**src/rtl/tdma_pkg.sv**
```systemverilog
package tdma_pkg;
  typedef enum logic [1:0] {
    POL_SHUTDOWN = 2'd0,
    POL_RESTART  = 2'd1,
    POL_BACKUP   = 2'd2,
    POL_RSVD     = 2'd3
  } policy_e;

  typedef enum logic {
    MODE_START = 1'b0,
    MODE_RUN   = 1'b1
  } mode_e;

  // strobes from control to datapath
  typedef struct packed {
    logic tickEn;
    logic startCmd;
    logic selBackup;
  } ctrl_t;
endpackage

```
**src/rtl/tdma_ctrl.sv**
```systemverilog
module tdma_ctrl
  import tdma_pkg::*;
#(
  parameter int NUM_SLAVES = 4,
  parameter int START_CMDS = 2,
  localparam int SLOT_W = (NUM_SLAVES > 1) ? $clog2(NUM_SLAVES) : 1,
  localparam int SC_W = $clog2(START_CMDS + 1)
) (
  input  logic                  clk,
  input  logic                  rstN,
  input  logic [1:0]            policy,
  input  logic                  periodEnd,
  input  logic                  ackOk,
  output ctrl_t                 ctl,
  output logic [SLOT_W-1:0]     slot,
  output logic [NUM_SLAVES-1:0] faultMask,
  output logic [NUM_SLAVES-1:0] useBackup,
  output logic                  halted
);
  mode_e           mode;
  logic [SC_W-1:0] startCnt;
  logic            lastSlot;
  logic [SLOT_W-1:0] nextSlot;

  assign lastSlot = (slot == SLOT_W'(NUM_SLAVES - 1));
  assign nextSlot = lastSlot ? '0 : slot + SLOT_W'(1);

  assign ctl.tickEn    = !halted;
  assign ctl.startCmd  = (mode == MODE_START);
  assign ctl.selBackup = useBackup[slot];

  always_ff @(posedge clk) begin
    if (!rstN) begin
      mode      <= MODE_START;
      slot      <= '0;
      startCnt  <= '0;
      faultMask <= '0;
      useBackup <= '0;
      halted    <= 1'b0;
    end else if (periodEnd && !halted) begin
      if (ackOk) begin
        if (mode == MODE_START) begin
          if (startCnt == SC_W'(START_CMDS - 1)) begin
            startCnt <= '0;
            slot     <= nextSlot;
            if (lastSlot) mode <= MODE_RUN;
          end else begin
            startCnt <= startCnt + SC_W'(1);
          end
        end else begin
          slot <= nextSlot;
        end
      end else begin
        faultMask[slot] <= 1'b1;
        if (mode == MODE_START) begin
          if (!useBackup[slot]) begin
            useBackup[slot] <= 1'b1;
            startCnt        <= '0;
          end else begin
            halted <= 1'b1;
          end
        end else begin
          case (policy_e'(policy))
            POL_RESTART: begin
              mode      <= MODE_START;
              slot      <= '0;
              startCnt  <= '0;
              useBackup <= '0;
            end
            POL_BACKUP: begin
              if (!useBackup[slot]) begin
                useBackup[slot] <= 1'b1;
                slot            <= nextSlot;
              end else begin
                halted <= 1'b1;
              end
            end
            default: halted <= 1'b1;
          endcase
        end
      end
    end
  end

  p_slot_range_r2: assert property (@(posedge clk) disable iff (!rstN)
    int'(slot) < NUM_SLAVES);

  p_fault_sticky_r5: assert property (@(posedge clk) disable iff (!rstN)
    ($past(faultMask) & ~faultMask) == '0);

  p_backup_has_fault_r9: assert property (@(posedge clk) disable iff (!rstN)
    (useBackup & ~faultMask) == '0);

  p_halt_hold_r7: assert property (@(posedge clk) disable iff (!rstN)
    halted |=> halted);
endmodule

```
**src/rtl/tdma_datapath.sv**
```systemverilog
module tdma_datapath
  import tdma_pkg::*;
#(
  parameter int NUM_SLAVES  = 4,
  parameter int ID_W        = 8,
  parameter int DATA_W      = 8,
  parameter int TICK_PERIOD = 125000,
  parameter int ACK_WINDOW  = 100,
  localparam int SLOT_W = (NUM_SLAVES > 1) ? $clog2(NUM_SLAVES) : 1,
  localparam int CNT_W  = $clog2(TICK_PERIOD)
) (
  input  logic                         clk,
  input  logic                         rstN,
  input  ctrl_t                        ctl,
  input  logic [SLOT_W-1:0]            slot,
  input  logic [NUM_SLAVES*ID_W-1:0]   primaryIds,
  input  logic [NUM_SLAVES*ID_W-1:0]   backupIds,
  input  logic [NUM_SLAVES*DATA_W-1:0] payloads,
  input  logic                         ackValid,
  input  logic [ID_W-1:0]              ackId,
  output logic                         tickValid,
  output logic [ID_W-1:0]              tickId,
  output logic                         tickStart,
  output logic [DATA_W-1:0]            tickData,
  output logic                         periodEnd,
  output logic                         ackOk
);
  logic [CNT_W-1:0] cnt;
  logic             inWindow;
  logic [ID_W-1:0]  expId;

  assign expId     = ctl.selBackup ? backupIds[int'(slot)*ID_W +: ID_W]
                                   : primaryIds[int'(slot)*ID_W +: ID_W];
  assign tickId    = expId;
  assign tickData  = payloads[int'(slot)*DATA_W +: DATA_W];
  assign tickValid = ctl.tickEn && (cnt == '0);
  assign tickStart = ctl.startCmd;
  assign periodEnd = (cnt == CNT_W'(TICK_PERIOD - 1));
  assign inWindow  = (cnt != '0) && (cnt <= CNT_W'(ACK_WINDOW));

  always_ff @(posedge clk) begin
    if (!rstN) begin
      cnt   <= '0;
      ackOk <= 1'b0;
    end else begin
      cnt <= periodEnd ? '0 : cnt + CNT_W'(1);
      if (cnt == '0)
        ackOk <= 1'b0;
      else if (ctl.tickEn && inWindow && ackValid && (ackId == expId))
        ackOk <= 1'b1;
    end
  end

  p_tick_gap_r1: assert property (@(posedge clk) disable iff (!rstN)
    tickValid |=> !tickValid);

  p_ack_match_r3: assert property (@(posedge clk) disable iff (!rstN)
    $rose(ackOk) |-> $past(ackValid && ackId == tickId && cnt != '0));
endmodule

```
**src/rtl/tdma_tick_master.sv**
```systemverilog
module tdma_tick_master
  import tdma_pkg::*;
#(
  parameter int NUM_SLAVES  = 4,
  parameter int ID_W        = 8,
  parameter int DATA_W      = 8,
  parameter int TICK_PERIOD = 125000,
  parameter int ACK_WINDOW  = 100,
  parameter int START_CMDS  = 2,
  localparam int SLOT_W = (NUM_SLAVES > 1) ? $clog2(NUM_SLAVES) : 1
) (
  input  logic                         clk,
  input  logic                         rstN,
  input  logic [1:0]                   policy,
  input  logic [NUM_SLAVES*ID_W-1:0]   primaryIds,
  input  logic [NUM_SLAVES*ID_W-1:0]   backupIds,
  input  logic [NUM_SLAVES*DATA_W-1:0] payloads,
  output logic                         tickValid,
  output logic [ID_W-1:0]              tickId,
  output logic                         tickStart,
  output logic [DATA_W-1:0]            tickData,
  input  logic                         ackValid,
  input  logic [ID_W-1:0]              ackId,
  output logic [NUM_SLAVES-1:0]        faultMask,
  output logic [NUM_SLAVES-1:0]        useBackup,
  output logic                         halted
);
  ctrl_t             ctl;
  logic [SLOT_W-1:0] slot;
  logic              periodEnd;
  logic              ackOk;

  tdma_ctrl #(.NUM_SLAVES(NUM_SLAVES), .START_CMDS(START_CMDS)) u_ctrl (
    .clk(clk), .rstN(rstN), .policy(policy), .periodEnd(periodEnd),
    .ackOk(ackOk), .ctl(ctl), .slot(slot), .faultMask(faultMask),
    .useBackup(useBackup), .halted(halted)
  );

  tdma_datapath #(.NUM_SLAVES(NUM_SLAVES), .ID_W(ID_W), .DATA_W(DATA_W),
                  .TICK_PERIOD(TICK_PERIOD), .ACK_WINDOW(ACK_WINDOW)) u_dp (
    .clk(clk), .rstN(rstN), .ctl(ctl), .slot(slot),
    .primaryIds(primaryIds), .backupIds(backupIds), .payloads(payloads),
    .ackValid(ackValid), .ackId(ackId), .tickValid(tickValid),
    .tickId(tickId), .tickStart(tickStart), .tickData(tickData),
    .periodEnd(periodEnd), .ackOk(ackOk)
  );

  p_halt_silent_r7: assert property (@(posedge clk) disable iff (!rstN)
    halted |-> !tickValid);
endmodule

```
**config.mk**
```make
export PLATFORM = sky130hd
export DESIGN_NAME = tdma_tick_master
export DESIGN_NICKNAME = d
export VERILOG_FILES = /design/src/rtl/tdma_pkg.sv /design/src/rtl/tdma_ctrl.sv /design/src/rtl/tdma_datapath.sv /design/src/rtl/tdma_tick_master.sv
export SDC_FILE = /design/constraint.sdc
export NUM_CORES = 1
export LEC_CHECK = 0
export ABC_AREA = 0
export BUFFER_PORTS_ARGS = -buffer_cell sky130_fd_sc_hd__buf_2
export CAP_MARGIN = 20
export CORE_AREA = 5 5 64 95
export CTS_BUF_LIST = sky130_fd_sc_hd__clkbuf_8
export DETAILED_ROUTE_END_ITERATION = 16
export DIE_AREA = 0 0 69 100
export PLACE_DENSITY_LB_ADDON = 0.1
export SLEW_MARGIN = 20
export SYNTH_ARGS = -nofsm -noshare
export SYNTH_HDL_FRONTEND = slang
export SYNTH_SLANG_ARGS = --single-unit
```
**constraint.sdc**
```tcl
create_clock -name clk -period 5.9 [get_ports clk]
set_input_delay 0.295 -clock clk [delete_from_list [all_inputs] [get_ports clk]]
set_output_delay 0.295 -clock clk [all_outputs]
set_load 0.005 [all_outputs]
```
==> qor.txt, run 1 <==
vias per cell -> 5.26
Mean Syn Cell Area -> 8.60 sq um
crit path cell chain -> mux2i_1 -> mux2i_1 -> o22ai_1 -> buf_2
critical path's largest stage delay -> 0.90 ns
Die Width -> 69 um
Nets -> 535
number of global-route vias before repair -> 2,678
Post-Route WL -> 7.20 mm
IO buf count -> 135
power per cell area -> 145 mW/mm^2
clock sinks -> 32
row cnt -> 32
Worst Hold Depth -> 4
P_leak -> 1.52 nW
delay-heaviest family, CP -> multiplexers
clock buffer count from CTS -> 5
n_diodes -> 0
Initial Util -> 0.490
GRT Resource Usage Total -> 0.208
Max-Cap Viols -> 0
Worst-path clk slew -> 0.07 ns
cells on worst reg2reg path -> 6
CP arrival -> 2.71 ns
max_slew headroom -> 0.312
Buf+Inv Stages, Crit Path -> 1
initial antenna violation count -> 0
drt pass-1 iters -> 4
ratio of cells with drive above 1 in the final layout -> 0.399
GRT overflow -> 0
syn nets -> 409
synthesis-stage register bit count -> 32
worst min-delay path class -> in -> reg
VDD IR max -> 0.0000709 V
critical path class -> reg -> out
# IOs -> 136
most common flop cell mapped by yosys -> dfxtp_1
max frequency -> 333 MHz
synthesized area -> 0.00251 sq mm
Die Area -> 0.00690 sq mm
Max H-tree Level -> 2
highest routing layer actually used -> met4
CTS tree -> yes
status -> complete, no violations
TNS Setup -> 0 ns
final setup violation count -> 0
Die Height -> 100 um
DP Area -> 0.00320 sq mm
most used cell along the critical path -> mux2i_1
Hold Vio Cnt, Final -> 0
unrepaired setup endpoints after global routing -> no
Least-Margin Pin Slew -> 1.03 ns
Worst-Skew Late Latency -> 0.29 ns
routed length per placed instance -> 14.8 um
via count -> 2,562
Post-CTS Resized -> 0
Unique masters post-synth -> 43
Core Region -> 0.00512 sq mm
WP depth -> 4
startpoint class of the critical path -> register
CTS Buffer Depth -> 2
GPL Wtd Cong -> 0.786
WL met3 -> 478 um
DP HPWL -> 5.95 mm
fin crit share -> 0.510
min Tclk post-route -> 3.01 ns
# hold bufs at CTS -> 0
sequential fraction of the synthesis area -> 0.255
largest net degree at the start of global routing -> 57
clk_skew -> 0.00902 ns
initial DRC count -> 78
crit end category -> primary output
EDFF count, synth -> 0
Syn. warnings -> 0
postcts setup bufs -> 0
Post-Synthesis Cells -> 292
global-route wire length before repair -> 11.9 mm
slowest stage cell, crit path -> mux2i_1
Crit Path Max Fanout -> 21
Post-Layout Inst Area -> 0.00330 sq mm
DRC violations left -> 0
WP data required -> 5.61 ns
synthesis-to-layout area growth -> 31.3%
CTS root buf -> clkbuf_8
ys async rst share -> 0
ANT nets after route -> 0
wire length on met2 -> 4.02 mm
met1 WL -> 2.58 mm
Final Max Slew Viols -> 0
-- cell type report --
| type | count | area (sq um) |
|---|---|---|
| fillers | 495 | 1830 |
| multi-input cells | 233 | 1760 |
| repair buffers | 135 | 676 |
| flip-flops and latches | 32 | 642 |
| well taps | 68 | 85.1 |
| clock buffers | 6 | 82.6 |
| inverters | 11 | 41.3 |
| clock inverters | 2 | 10.0 |
-- worst min-delay path, stage by stage --
cell,delay [ns]
buf_2,0.09
xnor2_1,0.06
nand4_1,0.07
o21ai_0,0.07
-- worst paths after layout --
| path | start | to | slack, ns |
|---|---|---|---|
| max | u_ctrl.slot[1]$_SDFFE_PN0P_ | tickId[3] | 2.89 |
| min reg2reg | u_ctrl.startCnt[1]$_SDFFE_PN0P_ | u_ctrl.startCnt[1]$_SDFFE_PN0P_ | 0.44 |
| max reg2reg | u_ctrl.slot[0]$_SDFFE_PN0P_ | u_ctrl.slot[0]$_SDFFE_PN0P_ | 2.94 |
| min | ackId[4] | u_dp.ackOk$_SDFFE_PP0P_ | 0.34 |
-- stage by stage --
step	hold WS, ns	util	power [W]	cells	setup slack (ns)
after floorplan	0.412	-	0.000259	292	3.52
after global placement	0.426	0.625	0.000306	479	2.99
after detailed placement	0.426	0.625	0.000307	479	2.95
after CTS	0.348	0.643	0.000481	487	2.89
after global routing	0.372	0.643	0.000501	487	2.73
final	0.342	0.643	0.000479	487	2.89
-- flip-flops by register name, summed over array words and instances (netlist names) --
| register | cells |
|---|---|
| u_ctrl.faultMask | 4 |
| u_ctrl.useBackup | 4 |
| u_dp.ackOk | 1 |
| u_ctrl.slot | 2 |
| u_ctrl.startCnt | 2 |
| u_ctrl.halted | 1 |
| u_dp.cnt | 17 |
| u_ctrl.mode | 1 |
-- where the power goes --
group / internal [W] / total, W / switching, W
clock: 0.0000930 / 0.000178 / 0.0000845
combinational: 0.0000503 / 0.0000816 / 0.0000313
sequential: 0.000218 / 0.000220 / 0.00000231
total: 0.000361 / 0.000479 / 0.000118
-- cell families after synthesis --
family,Yosys count,synth area share
buffers and inverters,27,0.0443
flip-flops,32,0.255
multiplexers,46,0.237
AO/OA/AOI/OAI,42,0.101
adder cells (fa/ha/maj),8,0.0399
XOR/XNOR,23,0.0802
AND/OR/NAND/NOR,114,0.243
-- cell usage after synthesis (all sizes together) (2+ instances only) --
| master | number | area [sq um] |
|---|---|---|
| nor2 | 41 | 154 |
| dfxtp | 32 | 641 |
| mux2i | 28 | 280 |
| nand2b | 21 | 131 |
| a21oi | 17 | 85.1 |
| xnor2 | 14 | 123 |
| clkbuf | 10 | 42.5 |
| inv | 10 | 37.5 |
| mux4 | 10 | 225 |
| nand2 | 10 | 37.5 |
| o21ai | 10 | 50.1 |
| nand3 | 9 | 45.0 |
| xor2 | 9 | 78.8 |
| ha | 8 | 100 |
| mux2 | 8 | 90.1 |
| buf | 6 | 27.5 |
| nand4 | 6 | 37.5 |
| nor2b | 6 | 37.5 |
| nor4 | 4 | 40.0 |
| o22ai | 4 | 25.0 |
| a22o | 3 | 26.3 |
| and2 | 3 | 18.8 |
| and3 | 3 | 18.8 |
| nor3 | 3 | 15.0 |
| or4 | 3 | 26.3 |
| a31oi | 2 | 12.5 |
| and4 | 2 | 17.5 |
| nand3b | 2 | 18.8 |
-- metal layers --
layer  vias up  track usage
met2        90        0.401
li1       1289            -
met3        13       0.0481
met4         0       0.0782
met1      1170        0.215
met5         -            0
-- placed cells by master (no fill, tap or decap), types with 2 or more instances in the layout --
cell | Yosys | final
xnor2_1 | 14 | 14
mux4_2 | 10 | 10
buf_2 | 1 | 135
nand4_1 | 6 | 6
o21ai_0 | 10 | 10
nor2b_1 | 6 | 6
nand3_1 | 9 | 9
nand2_1 | 10 | 10
o22ai_1 | 4 | 4
a21oi_1 | 17 | 17
nor2_1 | 41 | 41
clkinv_2 | 0 | 2
clkbuf_8 | 0 | 6
nor4_1 | 3 | 3
mux2_2 | 8 | 8
ha_1 | 8 | 8
dfxtp_1 | 32 | 31
and4_1 | 2 | 2
mux2i_1 | 28 | 28
or4_1 | 2 | 2
and2_1 | 3 | 3
inv_1 | 10 | 10
a31oi_1 | 2 | 2
nor3_1 | 3 | 3
xor2_1 | 9 | 9
nand2b_1 | 21 | 21
a22o_1 | 3 | 3
and3_1 | 3 | 3
Power figures use the tool's default switching activity.
==> run 2, diff against run 1 <==
- ABC_AREA: 0 -> 1
- CORE_AREA: 5 5 64 95 -> 5 5 68 101
- DIE_AREA: 0 0 69 100 -> 0 0 73 106
- clock period: 5.9 -> 2.8 ns (I/O delays scaled with it)
==> run 2 against run 1 <==
Core utilization decreased by 5.9 points. Sequential share of layout area decreased by 1.1 points. Combinational power increased by 130%. First-iteration DRC count increased by 110%. Largest cell class unchanged. Die area increased by 12%. Total power increased by 130%. Register-to-register slack got worse by 2.5 ns. Critical endpoint is now u_dp.ackOk$_SDFFE_PP0P_. Highest routed layer unchanged. Clock power increased by 140%. Critical path depth increased by 10. Critical path type is now reg -> reg. Largest power group unchanged. Via count increased by 29%. Sequential power increased by 110%. Clock skew increased by 0.00060 ns.
==> qor.txt, run 2 <==
status -> complete, no violations
max_slew headroom -> 0.646 (+0.334)
final core occ -> 0.584 (-0.0591)
crit path cell chain -> inv_4 -> nand2_2 -> nand3_4 -> nand2_8 -> inv_4 -> nand2_1 -> nand3_1 -> nand3_2 -> nand3b_1 -> nand2_1 -> nand2_1 -> nor2_1 -> nand2_1 -> a21oi_2
CTS tree -> yes
Synth area leaders -> dfxtp_1 24%, nand3_1 13%, nand2_1 11%
Post-Synthesis Cells -> 422 (+45%)
TNS Setup -> 0 ns (unchanged)
syn nets -> 539 (+32%)
VDD IR max -> 0.000655 V (+820%)
# hold bufs at CTS -> 0 (unchanged)
delay-heaviest family, CP -> simple AND/OR/NAND/NOR gates
CP arrival -> 2.57 ns (-0.14 ns)
commonest non-fill, non-tap cell in the layout -> buf_2
GRT overflow -> 0 (unchanged)
synthesis-to-layout area growth -> 28.5%
Nets -> 666 (+24%)
via count -> 3,308 (+29%)
Die Area -> 0.00774 sq mm (+12%)
DP HPWL -> 7.35 mm (+24%)
ys async rst share -> 0 (unchanged)
Max H-tree Level -> 2 (unchanged)
clk_skew -> 0.00962 ns (+0.000598 ns)
vias per cell -> 5.30 (+0.77%)
CTS Buffer Depth -> 2 (unchanged)
Max-Cap Viols -> 0 (unchanged)
final setup margin -> 0.449 ns (-2.44 ns)
crit end category -> register
cell taking the most area after synthesis -> dfxtp_1
WP data required -> 3.02 ns (-2.59 ns)
GPL Wtd Cong -> 0.941 (+20%)
max reg flops -> 17 (unchanged)
clock buffer count from CTS -> 5 (unchanged)
final setup violation count -> 0 (unchanged)
GRT Resource Usage Total -> 0.231 (+0.0229)
most common flop cell mapped by yosys -> dfxtp_1
drt pass-1 iters -> 4 (unchanged)
largest net degree at the start of global routing -> 36 (-37%)
number of global-route vias before repair -> 3,297 (+23%)
IO buf count -> 135 (unchanged)
EDFF count, synth -> 0 (unchanged)
post-synth top area share -> 0.236 (-0.0186)
routed length per placed instance -> 14.7 um (-0.36%)
power per cell area -> 310 mW/mm^2 (+110%)
synthesized area -> 0.00271 sq mm (+7.9%)
Buf+Inv Stages, Crit Path -> 2 (+1)
Die Width -> 73 um (+5.8%)
Post-Route WL -> 9.19 mm (+28%)
initial antenna violation count -> 0 (unchanged)
max frequency -> 425 MHz
Final Max Slew Viols -> 0 (unchanged)
Place WS -> 0.474 ns (-2.47 ns)
min Tclk post-route -> 2.35 ns
ANT nets after route -> 0 (unchanged)
global-route wire length before repair -> 14.5 mm (+22%)
fin crit share -> 0.840
Die Height -> 106 um (+6.0%)
Mean Syn Cell Area -> 6.42 sq um (-25%)
startpoint class of the critical path -> register
Post-CTS Resized -> 0 (unchanged)
Worst-path clk slew -> 0.07 ns (about the same)
postcts setup bufs -> 0 (unchanged)
row cnt -> 35 (+9.4%)
most used cell along the critical path -> nand2_1
Syn. warnings -> 0 (unchanged)
top-count cell post-synth -> nand2_1
sequential fraction of the synthesis area -> 0.236 (-0.0186)
ratio of cells with drive above 1 in the final layout -> 0.325 (-0.0731)
unrepaired setup endpoints after global routing -> no
Initial Util -> 0.455 (-0.0352)
# IOs -> 136 (unchanged)
n_diodes -> 0 (unchanged)
filler cell count -> 619 (+25%)
Core Region -> 0.00596 sq mm (+16%)
critical path class -> reg -> reg
Least-Margin Pin Slew -> 0.525 ns (-0.507 ns)
synthesis-stage register bit count -> 32 (unchanged)
clock sinks -> 32 (unchanged)
worst min-delay path class -> in -> reg
most frequent cells in the layout -> 135 x buf_2, 77 x nand2_1, 69 x nand3_1, 46 x nor2_1, 36 x inv_1
DRC violations left -> 0 (unchanged)
initial DRC count -> 166 (+110%)
top flop regs -> u_dp.cnt: 17 flops, u_ctrl.faultMask: 4 flops, u_ctrl.useBackup: 4 flops
critical path's largest stage delay -> 0.52 ns (-0.38 ns)
P_leak -> 1.69 nW (+12%)
Unique masters post-synth -> 41 (-4.7%)
Worst-Skew Late Latency -> 0.29 ns (about the same)
Hold Vio Cnt, Final -> 0 (unchanged)
Largest Register -> u_dp.cnt
CTS root buf -> clkbuf_8
Crit Path Max Fanout -> 35 (+67%)
commonest cells in the netlist -> 77 x nand2_1, 69 x nand3_1, 46 x nor2_1, 35 x inv_1, 32 x dfxtp_1
slowest stage cell, crit path -> dfxtp_1
-- run 2: cell types whose count changed after synthesis, sizes merged, moves of 6 or more --
cell and delta:
xor2 -8, mux4 -10, nor2b -6, nand3 +71, o21ai +21, inv +30
a21oi +7, mux2i -28, mux2 -8, buf +9, nand2 +77, xnor2 -14
nand2b -21
-- run 2: worst paths after layout --
check | start | end | slack (ns) | depth (start not counted)
worst min register to register | u_ctrl.faultMask[0]$_SDFFE_PN0P_ | u_ctrl.faultMask[0]$_SDFFE_PN0P_ | 0.46 | 2
worst min-delay path | rstN | u_ctrl.faultMask[3]$_SDFFE_PN0P_ | 0.14 | 2
worst max register to register | u_ctrl.slot[0]$_SDFFE_PN0P_ | u_dp.ackOk$_SDFFE_PP0P_ | 0.45 | 14
worst max-delay path | u_ctrl.slot[0]$_SDFFE_PN0P_ | u_dp.ackOk$_SDFFE_PP0P_ | 0.45 | 14
-- run 2: routing by layer --
metal	part of all wire	GRT usage	vias up
li1	-	-	1700
met3	0.073	0.0341	21
met4	0.028	0.0884	0
met5	0	0	-
met2	0.54	0.439	114
met1	0.36	0.244	1473
-- run 2: final cells by class --
class / count / area [sq um] / share of cell area
clock inverters: 3 / 38.8 / 0.0111
repair buffers: 140 / 713 / 0.205
inverters: 41 / 159 / 0.0457
flip-flops and latches: 32 / 641 / 0.184
well taps: 74 / 92.6 / 0.0266
multi-input cells: 329 / 1770 / 0.508
clock buffers: 5 / 68.8 / 0.0198
-- run 2: worst reg2reg max path, cell delays in order (launching register included) --
cell and delay, ns:
dfxtp_1 0.52, inv_4 0.16, nand2_2 0.11, nand3_4 0.23, nand2_8 0.30, inv_4 0.14
nand2_1 0.08, nand3_1 0.08, nand3_2 0.11, nand3b_1 0.08, nand2_1 0.09, nand2_1 0.06
nor2_1 0.13, nand2_1 0.08, a21oi_2 0.11
-- run 2: through the flow --
| step | total power [W] | std cells | hold slack [ns] | instance area, sq um |
|---|---|---|---|---|
| global placement | 0.000660 | 616 | 0.442 | 3370 |
| detailed placement | 0.000659 | 616 | 0.444 | 3370 |
| finish | 0.00108 | 624 | 0.143 | 3480 |
| floorplan | 0.000547 | 422 | 0.258 | 2710 |
| CTS | 0.00109 | 624 | 0.146 | 3480 |
| global route | 0.00113 | 624 | 0.143 | 3480 |
-- run 2: report_power, final --
group,internal (W),switching (W)
combinational,0.0000991,0.0000886
clock,0.000260,0.000170
sequential,0.000459,0.00000326
-- run 2: cell families (layout without fill, tap and decap cells) --
family                     after synthesis  count (layout)  synth area share
buffers and inverters                   61             189             0.111
AOI/OAI and AO/OA                       76              76             0.160
DFF                                     32              32             0.236
and+or+nand+nor                        244             244             0.452
xor gates and xnor gates                 1               1           0.00323
adders and majority gates                8               8            0.0370
